==> config.mk <==
export PLATFORM = sky130hd
export DESIGN_NAME = acc_core
export DESIGN_NICKNAME = d
export VERILOG_FILES = /design/src/rtl/acc_pkg.sv /design/src/rtl/acc_agen.sv /design/src/rtl/acc_fsm.sv /design/src/rtl/acc_exec.sv /design/src/rtl/acc_core.sv
export SDC_FILE = /design/constraint.sdc
export NUM_CORES = 1
export LEC_CHECK = 0
export CORE_ASPECT_RATIO = 0.5
export CORE_MARGIN = 2
export CORE_UTILIZATION = 45
export DETAILED_ROUTE_END_ITERATION = 10
export DONT_BUFFER_PORTS = 1
export MAX_ROUTING_LAYER = met4
export PLACE_DENSITY = 0.64
export SETUP_SLACK_MARGIN = 0.05
export SKIP_LAST_GASP = 1
export SLEW_MARGIN = 20
export SYNTH_ARGS = -nofsm -noshare
export SYNTH_HDL_FRONTEND = slang
export SYNTH_SLANG_ARGS = --single-unit
==> constraint.sdc <==
create_clock -name clk -period 6.25 [get_ports clk]
set_input_delay 0.3125 -clock clk [delete_from_list [all_inputs] [get_ports clk]]
set_output_delay 0.3125 -clock clk [all_outputs]
set_load 0.1 [all_outputs]
==> src/rtl/acc_pkg.sv <==
package acc_pkg;
    localparam int WORD_W = 16;
    localparam int OP_W   = 5;
    localparam int ADDR_W = 9;
    localparam int EXT_W  = WORD_W - ADDR_W;

    typedef enum logic [OP_W-1:0] {
        OP_HLT  = 5'd0,  OP_LOAD = 5'd1,  OP_STORE = 5'd2,  OP_ADD = 5'd3,
        OP_SUB  = 5'd4,  OP_SHL  = 5'd5,  OP_SHR   = 5'd6,  OP_JUMP = 5'd7,
        OP_JGE  = 5'd8,  OP_LDA  = 5'd9,  OP_STA   = 5'd10, OP_JZI = 5'd11,
        OP_LDI  = 5'd12, OP_STI  = 5'd13, OP_INCI  = 5'd14, OP_JSR = 5'd15
    } op_e;

    typedef struct packed {
        op_e               op;
        logic              xb;
        logic              ib;
        logic [ADDR_W-1:0] addr;
    } instr_t;

    typedef enum logic [2:0] {
        S_FETCH, S_DECODE, S_IND_RD, S_IND_LD, S_OPFETCH, S_EXEC, S_WB, S_HALT
    } st_e;

    function automatic logic uses_ea(op_e op);
        case (op)
            OP_LOAD, OP_STORE, OP_ADD, OP_SUB, OP_JUMP, OP_JGE, OP_LDA,
            OP_STA, OP_JZI, OP_LDI, OP_STI, OP_JSR: return 1'b1;
            default: return 1'b0;
        endcase
    endfunction

    function automatic logic reads_opnd(op_e op);
        case (op)
            OP_LOAD, OP_ADD, OP_SUB, OP_LDA, OP_STA, OP_LDI: return 1'b1;
            default: return 1'b0;
        endcase
    endfunction

    function automatic logic writes_mem(op_e op);
        case (op)
            OP_STORE, OP_STA, OP_STI, OP_JSR: return 1'b1;
            default: return 1'b0;
        endcase
    endfunction
endpackage

==> src/rtl/acc_agen.sv <==
module acc_agen
    import acc_pkg::*;
#(
    parameter int AW = ADDR_W
) (
    input  logic [AW-1:0] field,
    input  logic          xsel,
    input  logic [AW-1:0] ix,
    output logic [AW-1:0] ea
);
    always_comb begin
        ea = field + (xsel ? ix : '0);
    end
endmodule

==> src/rtl/acc_fsm.sv <==
module acc_fsm
    import acc_pkg::*;
(
    input  logic clk,
    input  logic rst,
    input  op_e  cur_op,
    input  logic cur_ib,
    output st_e  state
);
    st_e nxt;

    always_comb begin
        nxt = state;
        case (state)
            S_FETCH:  nxt = S_DECODE;
            S_DECODE: begin
                if (cur_op == OP_HLT)                     nxt = S_HALT;
                else if (uses_ea(cur_op) && cur_ib)       nxt = S_IND_RD;
                else if (reads_opnd(cur_op))              nxt = S_OPFETCH;
                else                                      nxt = S_EXEC;
            end
            S_IND_RD:  nxt = S_IND_LD;
            S_IND_LD:  nxt = reads_opnd(cur_op) ? S_OPFETCH : S_EXEC;
            S_OPFETCH: nxt = S_EXEC;
            S_EXEC:    nxt = writes_mem(cur_op) ? S_WB : S_FETCH;
            S_WB:      nxt = S_FETCH;
            S_HALT:    nxt = S_HALT;
            default:   nxt = S_FETCH;
        endcase
    end

    always_ff @(posedge clk) begin
        if (rst) state <= S_FETCH;
        else     state <= nxt;
    end

    // a write-back cycle is always followed by a fresh fetch
    a_r13_wb_to_fetch: assert property (@(posedge clk) disable iff (rst)
        (state == S_WB) |=> (state == S_FETCH));

    // the halt state is never left without reset
    a_r12_halt_sticky: assert property (@(posedge clk) disable iff (rst)
        (state == S_HALT) |=> (state == S_HALT));
endmodule

==> src/rtl/acc_exec.sv <==
module acc_exec
    import acc_pkg::*;
(
    input  op_e               op,
    input  logic [ADDR_W-1:0] k,
    input  logic [WORD_W-1:0] ac,
    input  logic [ADDR_W-1:0] ix,
    input  logic [ADDR_W-1:0] pc,
    input  logic [ADDR_W-1:0] ea,
    input  logic [WORD_W-1:0] opnd,
    output logic [WORD_W-1:0] ac_n,
    output logic [ADDR_W-1:0] ix_n,
    output logic [ADDR_W-1:0] pc_n,
    output logic [WORD_W-1:0] wb_n
);
    always_comb begin
        ac_n = ac;
        ix_n = ix;
        pc_n = pc;
        wb_n = '0;
        case (op)
            OP_LOAD:  ac_n = opnd;
            OP_ADD:   ac_n = ac + opnd;
            OP_SUB:   ac_n = ac - opnd;
            OP_SHL:   ac_n = {ac[WORD_W-2:0], 1'b0};
            OP_SHR:   ac_n = {ac[WORD_W-1], ac[WORD_W-1:1]};
            OP_STORE: wb_n = ac;
            OP_JUMP:  pc_n = ea;
            OP_JGE:   if (!ac[WORD_W-1]) pc_n = ea;
            OP_LDA:   ac_n = {{EXT_W{1'b0}}, opnd[ADDR_W-1:0]};
            OP_STA:   wb_n = {opnd[WORD_W-1:ADDR_W], ac[ADDR_W-1:0]};
            OP_JZI: begin
                if (ix == '0) pc_n = ea;
                else          ix_n = ix + ADDR_W'(1);
            end
            OP_LDI:   ix_n = opnd[ADDR_W-1:0];
            OP_STI:   wb_n = {{EXT_W{ix[ADDR_W-1]}}, ix};
            OP_INCI:  ix_n = ix + k;
            OP_JSR: begin
                wb_n = {{EXT_W{1'b0}}, pc};
                pc_n = ea + ADDR_W'(1);
            end
            default: ;
        endcase
    end
endmodule

==> src/rtl/acc_core.sv <==
module acc_core
    import acc_pkg::*;
(
    input  logic              clk,
    input  logic              rst,
    output logic [ADDR_W-1:0] mem_addr,
    output logic              mem_we,
    output logic [WORD_W-1:0] mem_wdata,
    input  logic [WORD_W-1:0] mem_rdata,
    output logic              halted
);
    st_e               state;
    instr_t            ir_q, cur_ir;
    logic [ADDR_W-1:0] pc_q, ix_q, ea_q, ea_base;
    logic [WORD_W-1:0] ac_q, wb_q;
    logic [WORD_W-1:0] ac_n, wb_n;
    logic [ADDR_W-1:0] ix_n, pc_n;

    assign cur_ir = (state == S_DECODE) ? instr_t'(mem_rdata) : ir_q;

    acc_fsm u_fsm (
        .clk    (clk),
        .rst    (rst),
        .cur_op (cur_ir.op),
        .cur_ib (cur_ir.ib),
        .state  (state)
    );

    acc_agen #(.AW(ADDR_W)) u_agen (
        .field (cur_ir.addr),
        .xsel  (cur_ir.xb),
        .ix    (ix_q),
        .ea    (ea_base)
    );

    acc_exec u_exec (
        .op   (cur_ir.op),
        .k    (cur_ir.addr),
        .ac   (ac_q),
        .ix   (ix_q),
        .pc   (pc_q),
        .ea   (ea_q),
        .opnd (mem_rdata),
        .ac_n (ac_n),
        .ix_n (ix_n),
        .pc_n (pc_n),
        .wb_n (wb_n)
    );

    always_comb begin
        case (state)
            S_IND_RD, S_OPFETCH, S_WB: mem_addr = ea_q;
            default:                   mem_addr = pc_q;
        endcase
    end
    assign mem_we    = (state == S_WB);
    assign mem_wdata = wb_q;
    assign halted    = (state == S_HALT);

    always_ff @(posedge clk) begin
        if (rst) begin
            pc_q <= '0;
            ac_q <= '0;
            ix_q <= '0;
            ea_q <= '0;
            wb_q <= '0;
            ir_q <= '0;
        end else begin
            case (state)
                S_DECODE: begin
                    ir_q <= cur_ir;
                    ea_q <= ea_base;
                    pc_q <= pc_q + ADDR_W'(1);
                end
                S_IND_LD: ea_q <= mem_rdata[ADDR_W-1:0];
                S_EXEC: begin
                    ac_q <= ac_n;
                    ix_q <= ix_n;
                    pc_q <= pc_n;
                    wb_q <= wb_n;
                end
                default: ;
            endcase
        end
    end

    // reset leaves cleared architectural state and no halt
    a_r1_reset_clears: assert property (@(posedge clk)
        rst |=> (pc_q == '0 && ac_q == '0 && ix_q == '0 && !halted));

    // halted is sticky and no write happens while halted
    a_r12_halt_holds: assert property (@(posedge clk) disable iff (rst)
        halted |=> halted);
    a_r12_no_write_halted: assert property (@(posedge clk) disable iff (rst)
        halted |-> !mem_we);

    // a write strobe lasts a single cycle
    a_r13_single_write: assert property (@(posedge clk) disable iff (rst)
        mem_we |=> !mem_we);

    // JSR writes the return address next cycle
    a_r11_jsr_return: assert property (@(posedge clk) disable iff (rst)
        (state == S_EXEC && ir_q.op == OP_JSR) |=>
        (mem_we && mem_wdata == {{EXT_W{1'b0}}, $past(pc_q)}));

    // a failed zero test steps IX by one and leaves PC alone
    a_r9_jzi_step: assert property (@(posedge clk) disable iff (rst)
        (state == S_EXEC && ir_q.op == OP_JZI && ix_q != '0) |=>
        (ix_q == $past(ix_q) + ADDR_W'(1) && pc_q == $past(pc_q)));
endmodule

# Word level (Yosys, flattened, before mapping)
# Memory sizes are Yosys's and may differ from the RTL's.
# Cells that the tools add are included.
# classes
addsub,7
n_eq_ne,26
mux,28
bitwise_logic,1
reduce_logical,16
# op_table
operator,count
16-bit one-hot mux with 6 select lines,1
16-bit one-hot mux with 4 select lines,1
9-bit two-way mux,5
"5-bit by 4-bit equality test with 1-bit output, second input constant",8
9-bit one-hot mux with 2 select lines,2
9-bit one-hot mux with 4 select lines,1
"9-bit by 1-bit adder with 9-bit output, second input constant",3
9-bit one-hot mux with 3 select lines,1
3-bit one-hot mux with 8 select lines,1
"5-bit by 3-bit equality test with 1-bit output, second input constant",4
9-bit adder,2
16-bit adder,1
16-bit two-way mux,1
16-bit subtractor,1
"3-bit equality test, second input constant",4
1-bit two-way mux,12
"5-bit by 2-bit equality test with 1-bit output, second input constant",2
9-bit logical NOT,1
3-bit two-way mux,3
"3-bit by 2-bit equality test with 1-bit output, second input constant",2
3-bit AND reduction,2
6-bit nonzero test,1
6-bit OR reduction,1
"5-bit by 1-bit equality test with 1-bit output, second input constant",1
other kinds (16),17
# totals
regBits,78
mem_bits_ro,16
in_bits,18
output_inout_bits,27
elab_cells,90
n_memories,1
# memory_table
name,depth,word_bits,read_ports,rd_clocked_by_memory_dff,wr,line,rtl
(name not given),16,1,1,0,0,acc_pkg.sv:26,case (op)

# Logic depth before layout (Yosys ltp)
# An unclocked memory read counts as a cell.
# depth
ltp_word,14
depth_mapped,18
mapped_depth_nobuf,15

# By module
# A second synthesis with hierarchy kept.
# unflattened
cells_unflattened,862
hier_area_um2,6771.5
# modules_own_cells
module,instances,cells_per_inst,area_each_um2,seq_area_each_um2
acc_core,1,358,3205.6,1501.4
acc_exec,1,410,2810.2,0.0
acc_agen,1,50,399.1,0.0
acc_fsm,1,44,356.6,60.1

# Worst setup path before layout
# Ideal clock, no wire load.
# synth_path
path_type,register -> register
from,register u_fsm.state[0]
to,register ix_q[8]
setup_ps,130
t_arrival_ps,4431
required_ps,6120
path_slack_ps,1689
stages_incl_launch_ff,18
n_path_buf,3
period_less_slack_ps,4561
path_cell_list,dfxtp_1 > buf_2 > nor3b_2 > buf_4 > buf_1 > mux2i_1 > ha_1 > o21ai_1 > or2_2 > ha_1 > fa_1 > a21o_1 > a21oi_1 > o21ai_0 > o41ai_1 > xnor3_1 > a21oi_1 > o32ai_1
# synth_between
elab_chain_cells,5
word_cells_on_any_way,11
cone_classes,1 x add/sub; 6 x eq/ne; 2 x mux; 2 x reduce/logical
# synth_lines
item,line,rtl
start: declaration,acc_fsm.sv:8,output st_e state
start signal: assignment,acc_fsm.sv:34,else state <= nxt;
"parallel branches: the longest is 5 deep, another holds 9-bit adder",--,
end signal: assignment,acc_core.sv:78,ix_q <= ix_n;
end: declaration,acc_core.sv:14,"logic [ADDR_W-1:0] pc_q, ix_q, ea_q, ea_base;"
# Parallel ways; which one is timed is not known.
# A chain may end at the register's enable or synchronous reset.

# Final worst setup path
# layout_path
from,register u_fsm.state[1]
to,register ix_q[8]
# The elaborated chain is that of the path after synthesis.

==> metrics <==
drt initial violations=546; clk_lat worst skew=0.35 ns; Int Pwr=1.46 mW; Synth area leader=dfxtp_1; Layout Cells excl Fill=955; gp weighted congestion=0.909; Initial Utilization=0.464; largest net degree at the start of global routing=73; Post-Route WL=19200 um; post-synthesis mux area share=0.0665; Worst setup EP type=flop; Synth Instances=799; Critical Path RT=6.47 ns; mapped cell area=6320 um^2; pre-CTS WS=1.47 ns; post-synth cell types=82; Max Cap Viol=0; postcts setup bufs=0; Hold Buf Count CTS=0; Final HPWL DP=13900 um; Reg2Reg Setup Slack=1.41 ns; Vias/cell=6.30; clock tree buffer depth=2; Final Hold Viols=0; core region area=13600 um^2; Tot Pwr=2.77 mW; Post-synth EDFFs=0; crit-path max cell delay=0.56 ns; HP Class=in2reg; fill count=1299; Vias=6016; Peak Freq=0.207 GHz; DR pass1 iterations=6; Synth Flop Type=dfxtp_1; crit-path cells=nor3b_4 -> buf_4 -> mux2i_1 -> ha_1 -> o21ai_1 -> or2_2 -> ha_1 -> fa_1 -> a21o_1 -> a21oi_1 -> o21ai_0 -> o41ai_1 -> xnor3_1 -> a21oi_1 -> o32ai_1; sequential power share=0.264; routed len/inst=20.1 um; reg2reg path depth=15; share of cells above drive strength 1=0.0734; pwr/cell area=414 nW/um^2; total CTS buffers=9; Rows=30; Diodes inserted=0; critical path's top delay family=compound AO/OA/AOI/OAI gates; PortBufs=0; area share of xor/xnor cells in the synthesized design=0.0645; Crit path buffers/inverters=1; clock slew at reported path FFs=0.07 ns; worst hold slack=0.0400 ns; crit path max-delay cell type=dfxtp_1; post-route ant nets=0; register area=1560 um^2; Final Skew=0.0125 ns; final period utilization=0.774; GRT Total Usage=0.274; Synth Area in Compound Gates=0.258; R2R Path Start=u_fsm.state[1]; number of gates resized after CTS=0; Multi-input gate area=4430 um^2; leakage power=2.60 nW; Seq/Total Area, Yosys=0.247; TritonCTS clock tree=yes; Syn Nets=858; top cell type's share of synthesized area=0.247; Worst path depth=15; DRC=0; post-synthesis adder-cell area fraction=0.0847; grt ovf=0; Ports=45; TNS Setup=0 ns; combinational group share of total power=0.525; Util after Layout=0.490; Worst EP arrival=5.06 ns; global-route wire length before repair=30900 um; Die Ht=87.8 um; Final setup viols=0; Critical path destination=ix_q[8]; initial antenna violation count=0; Setup crit start kind=flop; Avg Inst Size Synth=7.91 um^2; Max VDD drop=0.172 mV; Worst-Margin Slew=1.05 ns; DP Area=6350 um^2; number of nets in the layout=817; Synth Register Bits=78; Layout area overhead=5.68%; vias in the first global route=5486; Critical R2R Capture=ix_q[8]; Clock Root Buffer=clkbuf_16; Die ar.=15100 um^2; Switch Pwr=1.30 mW; CTS sink count=78; final slew viol count=0; largest cells by area after synthesis=dfxtp_1 25%, ha_1 7.5%, nor2_1 6.6%, xnor2_1 4.7%, a21oi_1 4.1%; DP Cell Count=939; CTS H-tree lvls=3; die width=172 um; largest family of logic cells by synthesized area=compound AO/OA/AOI/OAI gates; Clock power frac=0.212; worst setup margin=1.41 ns; Async SR Flop Fraction=0; crit path time final=4.84 ns; Ys Warns=0; critical path type=reg2reg; sw frac=0.471; Finished Cell Area=6680 um^2; Slew HR=0.299; Worst Path Max Fanout=21; RSZ-0062 raised after global routing=false; status=finished, final reports clean; crit path from=u_fsm.state[1]; Simple-Gate Fraction of Synth Area=0.224
## kinds of logic after synthesis
logic type               count (synthesis)
XOR/XNOR                                45
AND/OR/NAND/NOR                        293
buffers and inverters                   82
multiplexers                            38
flip-flops                              78
adder cells (fa/ha/maj)                 41
AO/OA/AOI/OAI                          222
## cells in the final DEF, fill, tap and decap left out, types with 13 or more instances in the layout
cell type	n
and3_1	14
inv_1	26
a211oi_1	13
o21ai_0	21
mux2i_1	23
xnor2_1	34
a22oi_1	16
nand2_1	59
nor2_1	110
nor2b_1	15
ha_1	38
a21oi_1	52
a311oi_1	13
dfxtp_1	78
nor3_1	21
a222oi_1	16
## power by group through the flow
stage	Combinational (mW)	Sequential [mW]	Clock, mW
after floorplan	1.24	0.658	0
after global placement	1.41	0.731	0
after detailed placement	1.41	0.737	0
after CTS	1.42	0.725	0.594
after global routing	1.59	0.741	0.613
final	1.45	0.729	0.586
## layout make-up
| type | count | area share |
|---|---|---|
| sequential | 78 | 0.234 |
| multi-input combinational | 639 | 0.663 |
| inverter | 26 | 0.0146 |
| clock buffer | 11 | 0.0363 |
| timing repair buffer | 4 | 0.00449 |
| tap | 192 | 0.0359 |
| clock inverter | 5 | 0.0124 |
## Yosys cell counts (14+ instances only)
| master | number |
|---|---|
| a22oi_1 | 16 |
| a21oi_1 | 52 |
| and3_1 | 14 |
| mux2i_1 | 23 |
| ha_1 | 38 |
| xnor2_1 | 34 |
| nor2b_1 | 15 |
| nor3_1 | 21 |
| o21ai_0 | 21 |
| nand2_1 | 59 |
| a222oi_1 | 16 |
| clkbuf_1 | 37 |
| nor2_1 | 111 |
| inv_1 | 26 |
| dfxtp_1 | 78 |
## worst min-delay path by stage
stage                 start       endpoint  slack, ns  depth (start not counted)
floorplan           ir_q[9]        ir_q[9]       0.44                          2
global placement        rst       ac_q[10]       0.40                          1
detailed placement      rst        ir_q[9]       0.40                          1
CTS                     rst  mem_wdata[11]       0.03                          1
global route            rst  mem_wdata[11]       0.02                          1
finish                  rst       ac_q[10]       0.04                          1
## per-layer routing
| layer | wire length [um] | track usage | vias up |
|---|---|---|---|
| li1 | - | - | 2863 |
| met1 | 9100 | 0.395 | 2856 |
| met2 | 7910 | 0.385 | 270 |
| met3 | 1910 | 0.0515 | 27 |
| met4 | 276 | 0.0770 | 0 |
| met5 | 0 | - | - |
## state kept, by name, summed over array words and instances (netlist names)
signal / count
ir_q: 16
mem_wdata: 16
u_fsm.state: 3
ac_q: 16
ix_q: 9
pc_q: 9
ea_q: 9
Note: power is estimated with default switching activity, not from simulation.
